==> config.mk <==
export PLATFORM = sky130hd
export DESIGN_NAME = xbus_ctrl
export DESIGN_NICKNAME = d
export VERILOG_FILES = /design/src/rtl/xbus_pkg.sv /design/src/rtl/xbus_phase_gen.sv /design/src/rtl/xbus_req_slot.sv /design/src/rtl/xbus_cs_dec.sv /design/src/rtl/xbus_ctrl.sv
export SDC_FILE = /design/constraint.sdc
export NUM_CORES = 1
export LEC_CHECK = 0
export BUFFER_PORTS_ARGS = -buffer_cell sky130_fd_sc_hd__buf_2
export CAP_MARGIN = 40
export CORE_MARGIN = 5
export CORE_UTILIZATION = 40
export CTS_CLUSTER_DIAMETER = 30
export DETAILED_ROUTE_END_ITERATION = 12
export PLACE_DENSITY = 0.68
export SLEW_MARGIN = 15
export SYNTH_ARGS = -nofsm -noshare
export SYNTH_HDL_FRONTEND = slang
export SYNTH_SLANG_ARGS = --single-unit
==> constraint.sdc <==
create_clock -name clk_i -period 1.85 [get_ports clk_i]
set_input_delay 0.0925 -clock clk_i [delete_from_list [all_inputs] [get_ports clk_i]]
set_output_delay 0.0925 -clock clk_i [all_outputs]
set_load 0.05 [all_outputs]
==> src/rtl/xbus_pkg.sv <==
package xbus_pkg;
  localparam int unsigned XB_AW = 16;
  localparam int unsigned XB_DW = 8;

  typedef struct packed {
    logic [XB_AW-1:0] addr;
    logic             rd;
    logic [XB_DW-1:0] wdata;
  } xbus_req_t;
endpackage

==> src/rtl/xbus_phase_gen.sv <==
module xbus_phase_gen #(
  parameter int unsigned HALF_CLKS = 2
) (
  input  logic clk_i,
  input  logic rst_n_i,
  output logic e_o,
  output logic first_o,
  output logic last_o
);
  localparam int unsigned PERIOD = 2 * HALF_CLKS;
  localparam int unsigned PH_W   = (PERIOD > 1) ? $clog2(PERIOD) : 1;

  logic [PH_W-1:0] ph_q, ph_d;

  assign last_o  = (ph_q == PH_W'(PERIOD - 1));
  assign first_o = (ph_q == '0);
  assign e_o     = (ph_q >= PH_W'(HALF_CLKS));

  always_comb begin
    if (last_o) ph_d = '0;
    else        ph_d = ph_q + PH_W'(1);
  end

  always_ff @(posedge clk_i or negedge rst_n_i) begin
    if (!rst_n_i) ph_q <= '0;
    else          ph_q <= ph_d;
  end
endmodule

==> src/rtl/xbus_req_slot.sv <==
module xbus_req_slot
  import xbus_pkg::*;
(
  input  logic      clk_i,
  input  logic      rst_n_i,
  input  logic      req_i,
  input  xbus_req_t req_data_i,
  input  logic      boundary_i,
  output logic      launch_o,
  output xbus_req_t launch_data_o
);
  logic      pend_q, pend_d;
  xbus_req_t pdat_q, pdat_d;
  logic      pdat_en;

  assign launch_o      = boundary_i && (pend_q || req_i);
  assign launch_data_o = pend_q ? pdat_q : req_data_i;

  always_comb begin
    pend_d  = pend_q;
    pdat_d  = pdat_q;
    pdat_en = 1'b0;
    if (launch_o) begin
      // slot drains; a fresh request refills it only if the slot was the source
      pend_d = pend_q && req_i;
      if (pend_q && req_i) begin
        pdat_d  = req_data_i;
        pdat_en = 1'b1;
      end
    end else if (req_i && !pend_q) begin
      pend_d  = 1'b1;
      pdat_d  = req_data_i;
      pdat_en = 1'b1;
    end
  end

  always_ff @(posedge clk_i or negedge rst_n_i) begin
    if (!rst_n_i) pend_q <= 1'b0;
    else          pend_q <= pend_d;
  end

  always_ff @(posedge clk_i or negedge rst_n_i) begin
    if (!rst_n_i)     pdat_q <= '0;
    else if (pdat_en) pdat_q <= pdat_d;
  end
endmodule

==> src/rtl/xbus_cs_dec.sv <==
module xbus_cs_dec #(
  parameter int unsigned             DEC_W    = 3,
  parameter logic [DEC_W-1:0]        CS_BLOCK = DEC_W'(2)
) (
  input  logic [DEC_W-1:0] top_bits_i,
  input  logic             active_i,
  output logic             cs_n_o
);
  logic hit;
  assign hit    = (top_bits_i == CS_BLOCK);
  assign cs_n_o = ~(active_i & hit);
endmodule

==> src/rtl/xbus_ctrl.sv <==
module xbus_ctrl
  import xbus_pkg::*;
#(
  parameter int unsigned      HALF_CLKS = 2,
  parameter int unsigned      DEC_W     = 3,
  parameter logic [DEC_W-1:0] CS_BLOCK  = DEC_W'(2)
) (
  input  logic                   clk_i,
  input  logic                   rst_n_i,
  input  logic                   req_i,
  input  logic [XB_AW-1:0]       req_addr_i,
  input  logic                   req_rd_i,
  input  logic [XB_DW-1:0]       req_wdata_i,
  output logic                   done_o,
  output logic [XB_DW-1:0]       rdata_o,
  output logic                   e_o,
  output logic                   as_o,
  output logic                   rw_o,
  output logic [XB_AW-XB_DW-1:0] ah_o,
  output logic [XB_DW-1:0]       pad_o,
  output logic                   pad_oe_o,
  input  logic [XB_DW-1:0]       pad_i,
  output logic                   we_n_o,
  output logic                   cs_n_o
);
  localparam int unsigned UW = XB_AW - XB_DW;

  // reset: asserted asynchronously, released on a clock edge
  logic [1:0] rs_q;
  logic       srst_n;
  always_ff @(posedge clk_i or negedge rst_n_i) begin
    if (!rst_n_i) rs_q <= 2'b00;
    else          rs_q <= {rs_q[0], 1'b1};
  end
  assign srst_n = rs_q[1];

  logic e, ph_first, ph_last;
  xbus_phase_gen #(.HALF_CLKS(HALF_CLKS)) u_phase (
    .clk_i   (clk_i),
    .rst_n_i (srst_n),
    .e_o     (e),
    .first_o (ph_first),
    .last_o  (ph_last)
  );

  xbus_req_t req_in, launch_req;
  logic      launch;
  assign req_in = '{addr: req_addr_i, rd: req_rd_i, wdata: req_wdata_i};

  xbus_req_slot u_slot (
    .clk_i         (clk_i),
    .rst_n_i       (srst_n),
    .req_i         (req_i),
    .req_data_i    (req_in),
    .boundary_i    (ph_last),
    .launch_o      (launch),
    .launch_data_o (launch_req)
  );

  // cycle state
  logic             busy_q, busy_d;
  xbus_req_t        cyc_q, cyc_d;
  logic             done_q, done_d;
  logic [XB_DW-1:0] rdata_q, rdata_d;
  logic             cyc_en;

  assign cyc_en = ph_last;

  always_comb begin
    busy_d  = busy_q;
    cyc_d   = cyc_q;
    rdata_d = rdata_q;
    done_d  = ph_last && busy_q;
    if (ph_last) begin
      if (busy_q && cyc_q.rd) rdata_d = pad_i;
      busy_d = launch;
      if (launch) cyc_d = launch_req;
      else        cyc_d.rd = 1'b1;
    end
  end

  always_ff @(posedge clk_i or negedge srst_n) begin
    if (!srst_n) begin
      busy_q  <= 1'b0;
      cyc_q   <= '{addr: '0, rd: 1'b1, wdata: '0};
      rdata_q <= '0;
    end else if (cyc_en) begin
      busy_q  <= busy_d;
      cyc_q   <= cyc_d;
      rdata_q <= rdata_d;
    end
  end

  always_ff @(posedge clk_i or negedge srst_n) begin
    if (!srst_n) done_q <= 1'b0;
    else         done_q <= done_d;
  end

  // pin outputs
  assign e_o      = e;
  assign as_o     = busy_q && ph_first;
  assign rw_o     = cyc_q.rd;
  assign ah_o     = cyc_q.addr[XB_AW-1 -: UW];
  assign pad_o    = e ? cyc_q.wdata : cyc_q.addr[XB_DW-1:0];
  assign pad_oe_o = busy_q && (!e || !cyc_q.rd);
  assign we_n_o   = ~(e & ~cyc_q.rd);
  assign done_o   = done_q;
  assign rdata_o  = rdata_q;

  xbus_cs_dec #(.DEC_W(DEC_W), .CS_BLOCK(CS_BLOCK)) u_cs (
    .top_bits_i (cyc_q.addr[XB_AW-1 -: DEC_W]),
    .active_i   (busy_q),
    .cs_n_o     (cs_n_o)
  );
endmodule

==> results.toml, run 1 <==
[outcome]
status = "completed"

[global_route]
antenna_found_initial = 0
grt_pass1_vias = 2267
grt_max_degree = 40
grt_pass1_wl_mm = 11.2
track_usage = 0.159
grt_overflow = 0

[synthesis]
ys.flop_type = "dfrtp_1"
synth_edf_count = 0
synth_top_area_share = 0.546
ys_types = 25
ys_top_cells_by_area = "dfrtp_1 (55%), o22ai_1 (10%), mux2_4 (10%)"
ys_seq_area_frac = 0.555
syn-cell-area_um2 = 2940
yosysMostFrequentCell = "dfrtp_1"
yosys.area.top_type = "dfrtp_1"
yosysWarningCount = 0
synth_commonest_cells = "dfrtp_1 (64), o22ai_1 (49), a21oi_1 (25)"
netlist_instances = 230
syn-num-nets = 269
syn_avg_cell_area_um2 = 12.8
ys_seq_elements = 65
async_flop_share = 1.00

[place]
place.gp.congestion = 0.770
port_buffers = 66
dp.cells = 388
dp_hpwl_mm = 4.65
place_area_um2 = 3380

[setup_path]
worstPathArrival_ns = 1.67
path_max_fanout = 4
critPathBufInv = 3
path_class = "reg -> out"
end_kind = "output port"
start_kind = "flip-flop"
cp_common_cell = "buf_6"
cp_top_family = "flip-flops"
path_depth = 6
critPathSlowestCell = "dfrtp_1"
reg2reg_from = "u_phase.ph_q[0]"
cpPeakStageDelay_ns = 0.36
r2r_cells = 6
critPathLaunch = "u_phase.ph_q[0]"
worstPathCellList = "inv_2 > ha_2 > nor2_4 > buf_6 > mux2_2 > buf_6"
crit_required_ns = 1.76

[drt]
wirelength_mm = 6.97
drc = 0
first_pass_iters = 6
vias = 2251
drt_iter0_markers = 105
antenna_left = 0
wl_per_cell_um = 16.2
vias_per_cell = 5.23

[worst_hold_path]
min_from = "req_addr_i[15]"
min_path_cells = 2
min_path_type = "in -> reg"

[sta]
finalHoldViolCount = 0
period_needed_ns = 1.76
slew_violations = 0
max_freq_mhz = 569
skew_ns = 0.0108
setup_viol = 0
min_period_over_period = 0.950

[power_and_ir_drop]
vdd_drop_max_mv = 0.520
power_w = 0.00434
p_comb_frac = 0.256
p_seq_frac = 0.412
internal-power_w = 0.00301
p_leak_nw = 1.84
pwr-share-clk = 0.332
power_switching_w = 0.00133
power.share.switching = 0.307
p_per_area_nw_per_um2 = 1090

[die]
die-width_um = 95.7
dieHeight_um = 95.7
core_um2 = 7210
io_pins = 67
initial_core_util = 0.407
dieArea_um2 = 9150
row_count = 31

[clocking]
cts_buffers = 9
root_buffer = "clkbuf_8"
clockBufferDepth = 2
worstSkewPairLatency_ns = 0.34
path_clk_slew_ns = 0.07
cts_sinks = 65
cts_tree = "built"
htree_num_levels = 3

[finish]
syn_to_final_growth_pct = 35.9
fill_cells = 610
postLayoutCellArea_um2 = 3990
insertedDiodeCount = 0
fin_nets = 365
drive_gt1_frac = 0.453
final_cells = 430

[run]
maxCapViolCount = 0
## sequential cells by signal, indices dropped and copies added (netlist names), 2 cells and up
signal         flops
ah_o               8
u_phase.ph_q       2
u_slot.pdat_q     25
rdata_o            8
cyc_q             16
rs_q               2
## placed cells by master, fill, tap and decap left out, types with 2 or more instances in the layout
cell            n
ha_1            2
buf_8           5
inv_1           5
buf_12          2
and2_1          2
clkinv_4        3
dlygate4sd3_1  24
dfrtp_1        63
nand2_2         2
nor2_1          3
mux2_2         15
bufinv_16       3
buf_4          14
o22ai_1        49
a21oi_1        25
buf_2          58
mux2_4         26
buf_6           5
clkbuf_8        9
nand2_1         2
## kinds of logic (layout without fill, tap and decap cells)
family | after synthesis | in the layout | synth area share
AOI/OAI and AO/OA | 76 | 76 | 0.151
DFF | 65 | 65 | 0.555
muxes | 41 | 41 | 0.183
buffers and inverters | 29 | 130 | 0.0618
and+or+nand+nor | 13 | 13 | 0.0264
adders and majority gates | 4 | 4 | 0.0162
other | 1 | 1 | 0.00128
xor gates and xnor gates | 1 | 1 | 0.00554
## metal layers
metal,part of all wire,global-route usage
met1,0.45,0.205
met5,0,0
met2,0.48,0.257
met3,0.067,0.0576
met4,0.0052,0.0320
## metrics by stage
| stage | util | hold slack (ns) | setup TNS, ns | setup slack, ns |
|---|---|---|---|---|
| after global placement | 0.469 | -0.116 | 0 | 0.226 |
| after floorplan | - | -0.203 | -0.0186 | -0.0186 |
| after CTS | 0.537 | 0.000499 | -0.0514 | -0.0137 |
| after global routing | 0.553 | -0.00574 | -0.00175 | -0.00175 |
| final | 0.553 | 0.00847 | 0 | 0.0919 |
| after detailed placement | 0.469 | -0.118 | 0 | 0.147 |
## path summary, 6_finish.rpt
kind	endpoint	slack [ns]
setup / recovery	pad_o[3]	0.09
hold / removal	u_slot.pdat_q[24]	0.008
setup reg to reg	rdata_o[5]	0.10
hold reg to reg	u_slot.pdat_q[24]	0.27
max in group asynchronous	rw_o	1.16
min in group asynchronous	rs_q[0]	0.07
## layout make-up
type	instances	area, um2	area share
Tap cell	99	124	0.0311
Clock inverter	6	116	0.0292
Multi-Input combinational cell	136	1160	0.291
Timing Repair Buffer	108	807	0.202
Sequential cell	65	1630	0.408
Inverter	6	22.5	0.00565
Clock buffer	10	128	0.0320
## power groups by stage
stage | Clock, W | Combinational [W] | Sequential [W]
floorplan | 0 | 0.000653 | 0.00194
detailed placement | 0 | 0.00100 | 0.00180
finish | 0.00144 | 0.00111 | 0.00179
global route | 0.00156 | 0.00118 | 0.00181
global placement | 0 | 0.000983 | 0.00180
CTS | 0.00148 | 0.00106 | 0.00178
## timing repair
action                                 in CTS  in global routing
setup buffers                               2                  0
hold buffers                               21                  3
pin swaps                                   0                  1
setup endpoints to repair                   8                 21
resized for setup                          10                 23
endpoints found under the hold margin      22                  3
Note: power is estimated with default switching activity, not from simulation.
==> run 2, diff against run 1 <==
--- a/config.mk
+++ b/config.mk
@@ -5,13 +5,14 @@
 export SDC_FILE = /design/constraint.sdc
 export NUM_CORES = 1
 export LEC_CHECK = 0
-export BUFFER_PORTS_ARGS = -buffer_cell sky130_fd_sc_hd__buf_2
 export CAP_MARGIN = 40
 export CORE_MARGIN = 5
 export CORE_UTILIZATION = 40
 export CTS_CLUSTER_DIAMETER = 30
 export DETAILED_ROUTE_END_ITERATION = 12
-export PLACE_DENSITY = 0.68
+export DONT_BUFFER_PORTS = 1
+export GPL_TIMING_DRIVEN = 1
+export PLACE_DENSITY = 0.6
 export SLEW_MARGIN = 15
 export SYNTH_ARGS = -nofsm -noshare
 export SYNTH_HDL_FRONTEND = slang
==> run 2 against run 1 <==
Net effect: non-clock buffer count fell by 48; clock-buffer cell count rose by 4; clock power fell by 12%; worst hold slack improved by 0.014 ns; clock skew fell by 0.0058 ns; maximum frequency fell by 1.4%; power fell by 7.4%; setup slack got worse by 0.026 ns; register-to-register slack improved by 0.04 ns.
==> results.toml, run 2 (synthesis gave the netlist of run 1 again) <==
[outcome]
status = "completed"

[sta]
worst_pin_slew_ns = 0.554
slew_violations = 0
max_freq_mhz = 561
slew_headroom = 0.630
grt_setup_unrepaired = "yes"
setup_viol = 0
finalHoldViolCount = 0
period_needed_ns = 1.78
skew_ns = 0.00507
whs_ns = 0.0220
min_period_over_period = 0.964
tns_ns = 0

[drt]
vias_per_cell = 5.42
drt_iter0_markers = 88
antenna_left = 0
wirelength_mm = 7.12
drc = 0
wl_per_cell_um = 18.6
first_pass_iters = 4
vias = 2069

[clocking]
cts_sinks = 65
cts_tree = "built"
clockBufferDepth = 2
cts_buffers = 9
path_clk_slew_ns = 0.07
root_buffer = "clkbuf_8"
worstSkewPairLatency_ns = 0.34
htree_num_levels = 3

[place]
place.gp.congestion = 0.714
dp_hpwl_mm = 4.42
port_buffers = 0

[die]
dieArea_um2 = 9150
io_pins = 67
dieHeight_um = 95.7
initial_core_util = 0.407
core_um2 = 7210
row_count = 31
die-width_um = 95.7

[worst_hold_path]
min_path_type = "in -> reg"

[setup_path]
path_max_fanout = 4
end_kind = "output port"
worstPathArrival_ns = 1.69
path_class = "reg -> out"
start_kind = "flip-flop"
crit_required_ns = 1.76

[global_route]
grt_overflow = 0
antenna_found_initial = 0
track_usage = 0.163
grt_pass1_wl_mm = 11.2
grt_max_degree = 40
grt_pass1_vias = 2254

[power_and_ir_drop]
p_per_area_nw_per_um2 = 1080
p_leak_nw = 1.63
vdd_drop_max_mv = 0.531

[finish]
syn_to_final_growth_pct = 26.6
largest_register_ffs = 25
fin_nets = 317
top_regs = "u_slot.pdat_q (25), cyc_q (16)"
final_common_cell = "dfrtp_1"
drive_gt1_frac = 0.300
largest-register = "u_slot.pdat_q"
layout_common_cells = "dfrtp_1 (63), o22ai_1 (49), dlygate4sd3_1 (37), mux2_4 (26), a21oi_1 (25)"
insertedDiodeCount = 0

[run]
maxCapViolCount = 0
-- run 2: stage by stage --
stage	setup slack (ns)	total power [W]	utilization	cell area [um2]	cells
floorplan	-0.0186	0.00259	-	2940	230
global placement	0.251	0.00265	0.428	3090	327
detailed placement	0.190	0.00268	0.428	3090	327
CTS	-0.0208	0.00403	0.508	3670	380
global route	-0.0180	0.00419	0.515	3710	382
finish	0.0661	0.00402	0.515	3710	382
-- run 2: metal layers --
| metal | share of wire | up-vias | wire length (um) | global-route usage |
|---|---|---|---|---|
| met2 | 0.47 | 72 | 3360 | 0.271 |
| met5 | 0 | - | 0 | 0 |
| li1 | - | 940 | - | - |
| met4 | 0.0073 | 0 | 52 | 0.0498 |
| met1 | 0.44 | 1050 | 3160 | 0.195 |
| met3 | 0.076 | 7 | 541 | 0.0616 |
-- run 2: final cells by class --
type	instances	area, um2
Clock buffer	14	173
Clock inverter	2	35.0
Fill cell	642	3500
Inverter	6	22.5
Multi-Input combinational cell	136	1150
Sequential cell	65	1630
Tap cell	99	124
Timing Repair Buffer	60	579
-- run 2: power by group --
part | total, W | switching, W | leakage [nW] | internal, W
Clock | 0.00127 | 0.000535 | 0.107 | 0.000733
Sequential | 0.00199 | 0.000358 | 0.754 | 0.00164
Combinational | 0.000758 | 0.000394 | 0.767 | 0.000364
-- run 2: path summary, 6_finish.rpt --
check                                      from                 to  slack, ns  depth (start not counted)
worst max-delay path            u_phase.ph_q[1]           pad_o[0]       0.07                          4
worst min-delay path                      req_i          cyc_q[16]       0.02                          2
worst max register to register  u_phase.ph_q[0]  u_slot.pdat_q[12]       0.14                          6
worst min register to register          rs_q[1]          cyc_q[12]       0.25                          1
max in group asynchronous               rs_q[1]               rw_o       1.14                          1
min in group asynchronous               rs_q[1]          cyc_q[12]       0.25                          1
-- run 2: critical path, stage by stage (launching register included) --
cell and delay, ns:
dfrtp_1 0.42, ha_1 0.20, nor2_2 0.11, buf_4 0.15
mux2_2 0.46
-- run 2: repair_timing --
| action | CTS | global route |
|---|---|---|
| setup buffers | 0 | 1 |
| gates resized for setup | 0 | 7 |
| setup endpoints to repair | 6 | 9 |
| hold buffers | 37 | 0 |
| endpoints found under the hold margin | 62 | 0 |
| pin swaps | 0 | 2 |
==> run 3, diff against run 2 <==
--- a/config.mk
+++ b/config.mk
@@ -5,6 +5,7 @@
 export SDC_FILE = /design/constraint.sdc
 export NUM_CORES = 1
 export LEC_CHECK = 0
+export ABC_AREA = 1
 export CAP_MARGIN = 40
 export CORE_MARGIN = 5
 export CORE_UTILIZATION = 40
==> run 3 against run 2 <==
Net effect: synthesized cell count up 73%; largest cell class unchanged; wire length up 11%; die area up 9.8%; via count up 31%; combinational power up 54%; sequential share of layout area down 2.6 points; highest routed layer unchanged; synthesized area up 11%; largest power group unchanged; worst hold slack worse by 0.0026 ns.
==> results.toml, run 3 <==
[run]
maxCapViolCount = 0

[die]
dieArea_um2 = 10100
io_pins = 67
dieHeight_um = 100
initial_core_util = 0.403
die-width_um = 100
row_count = 33
core_um2 = 8090

[sta]
worst_pin_slew_ns = 0.541
slew_headroom = 0.639
tns_ns = 0
finalHoldViolCount = 0
skew_ns = 0.0130
period_needed_ns = 1.72
slew_violations = 0
max_freq_mhz = 580
min_period_over_period = 0.931
setup_viol = 0
grt_setup_unrepaired = "no"

[clocking]
clockBufferDepth = 2
cts_buffers = 9
worstSkewPairLatency_ns = 0.34
root_buffer = "clkbuf_8"
cts_setup_buffers = 0
htree_num_levels = 3
cts_sinks = 65
path_clk_slew_ns = 0.07
cts_tree = "built"

[synthesis]
synth_commonest_cells = "nand2_1 (215), dfrtp_1 (64), nand3_1 (31)"
ys_seq_elements = 65
netlist_instances = 397
syn-cell-area_um2 = 3260
yosysWarningCount = 0
synth_edf_count = 0
syn-num-nets = 436
syn_avg_cell_area_um2 = 8.21
ys_seq_area_frac = 0.500
yosysMostFrequentCell = "nand2_1"
synth_top_area_share = 0.492
yosys.area.top_type = "dfrtp_1"
async_flop_share = 1.00
ys_types = 25
ys.flop_type = "dfrtp_1"
ys_top_cells_by_area = "dfrtp_1 (49%), nand2_1 (25%), nand4_1 (4.8%)"

[setup_path]
reg2reg_from = "u_phase.ph_q[1]"
r2r_slack_ns = 0.27
start_kind = "flip-flop"
worstPathArrival_ns = 1.63
end_kind = "output port"
regToRegEndpoint = "u_slot.pdat_q[9]"
path_max_fanout = 9
path_class = "reg -> out"
crit_required_ns = 1.76
r2r_cells = 5

[drt]
vias_per_cell = 4.97
drt_iter0_markers = 205
wl_met1_mm = 3.68
drc = 0
vias = 2701
antenna_left = 0
wl_met2_mm = 3.64
wirelength_mm = 7.89
wl_per_cell_um = 14.5
dr.max_layer_used = "met4"
routed-wl-met3_um = 440
first_pass_iters = 4

[finish]
fin_nets = 472
largest_register_ffs = 25
final_common_cell = "nand2_1"
largest-register = "u_slot.pdat_q"
insertedDiodeCount = 0
layout_common_cells = "nand2_1 (215), dfrtp_1 (63), dlygate4sd3_1 (36), nand3_1 (31), nand4_1 (25)"
drive_gt1_frac = 0.114
syn_to_final_growth_pct = 21.1
top_regs = "u_slot.pdat_q (25), cyc_q (16)"

[worst_hold_path]
min_to = "cyc_q[2]"
min_from = "req_wdata_i[2]"
min_path_cells = 4
min_path_type = "in -> reg"

[power_and_ir_drop]
vdd_drop_max_mv = 0.408
power_w = 0.00471
p_per_area_nw_per_um2 = 1190
p_leak_nw = 2.05

[place]
port_buffers = 0
dp_hpwl_mm = 5.14
place.gp.congestion = 0.795

[global_route]
grt_pass1_wl_mm = 12.8
grt_overflow = 0
grt_max_degree = 64
antenna_found_initial = 0
track_usage = 0.161
grt_pass1_vias = 2658

[outcome]
status = "completed"
run 3: cell count changes after synthesis, sizes merged, moves of 3 or more:
cell	before	now
nand4	0	25
a21oi	25	1
mux2	41	0
nand3	0	37
clkbuf	5	2
inv	6	9
buf	18	28
nand2	5	217
o22ai	49	0
run 3: logic make-up after synthesis:
| group | Yosys count | share of synthesized area |
|---|---|---|
| buffers and inverters | 39 | 0.0941 |
| flip-flops | 65 | 0.500 |
| AO/OA/AOI/OAI | 3 | 0.00806 |
| adder cells (fa/ha/maj) | 3 | 0.0115 |
| AND/OR/NAND/NOR | 286 | 0.386 |
| other | 1 | 0.00115 |
run 3: power breakdown:
part / internal (W) / switching, W / total [W] / leakage (nW)
Combinational: 0.000491 / 0.000680 / 0.00117 / 1.16
Clock: 0.000618 / 0.000522 / 0.00114 / 0.0941
Sequential: 0.00175 / 0.000648 / 0.00240 / 0.797
run 3: layout make-up:
| cell class | instances | area, um2 |
|---|---|---|
| Clock buffer | 12 | 135 |
| Clock inverter | 4 | 45.0 |
| Fill cell | 782 | 4150 |
| Inverter | 9 | 41.3 |
| Multi-Input combinational cell | 293 | 1330 |
| Sequential cell | 65 | 1630 |
| Tap cell | 105 | 131 |
| Timing Repair Buffer | 55 | 636 |
run 3: worst max path at each step:
stage / start / end / slack [ns] / cells past startpoint
after floorplan: u_phase.ph_q[0] / pad_oe_o / 0.12 / 5
after global routing: u_phase.ph_q[0] / pad_o[4] / 0.02 / 7
after CTS: u_phase.ph_q[0] / pad_o[6] / 0.08 / 7
final: u_phase.ph_q[0] / pad_o[6] / 0.13 / 7
after global placement: u_phase.ph_q[1] / u_slot.pdat_q[3] / 0.32 / 5
after detailed placement: u_phase.ph_q[1] / u_slot.pdat_q[9] / 0.27 / 5
run 3: metrics by stage:
| stage | setup WS (ns) | cells | hold slack [ns] | cell area [um2] | util |
|---|---|---|---|---|---|
| global route | 0.0173 | 543 | 0.0193 | 3950 | 0.487 |
| CTS | 0.0787 | 542 | 0.00156 | 3930 | 0.486 |
| detailed placement | 0.270 | 490 | -0.203 | 3390 | 0.419 |
| finish | 0.127 | 543 | 0.0194 | 3950 | 0.487 |
| global placement | 0.323 | 490 | -0.203 | 3390 | 0.419 |
| floorplan | 0.125 | 397 | -0.203 | 3260 | - |
run 3: repair_timing:
action	4_1_cts	5_1_grt
hold endpoints to repair	57	0
setup endpoints to repair	0	0
hold buffers	36	0
gates resized for setup	0	0
run 3: worst max-delay path, cell delays in order (launching register included):
cell	delay, ns
dfrtp_1	0.37
inv_1	0.07
ha_1	0.20
nor2_2	0.13
buf_4	0.18
nand2_1	0.07
nand2_1	0.12
buf_12	0.15
run 3: routing by layer:
layer | track usage | up-vias
met4 | 0.0756 | 0
li1 | - | 1334
met1 | 0.210 | 1265
met5 | 0 | -
met3 | 0.0396 | 12
met2 | 0.250 | 90
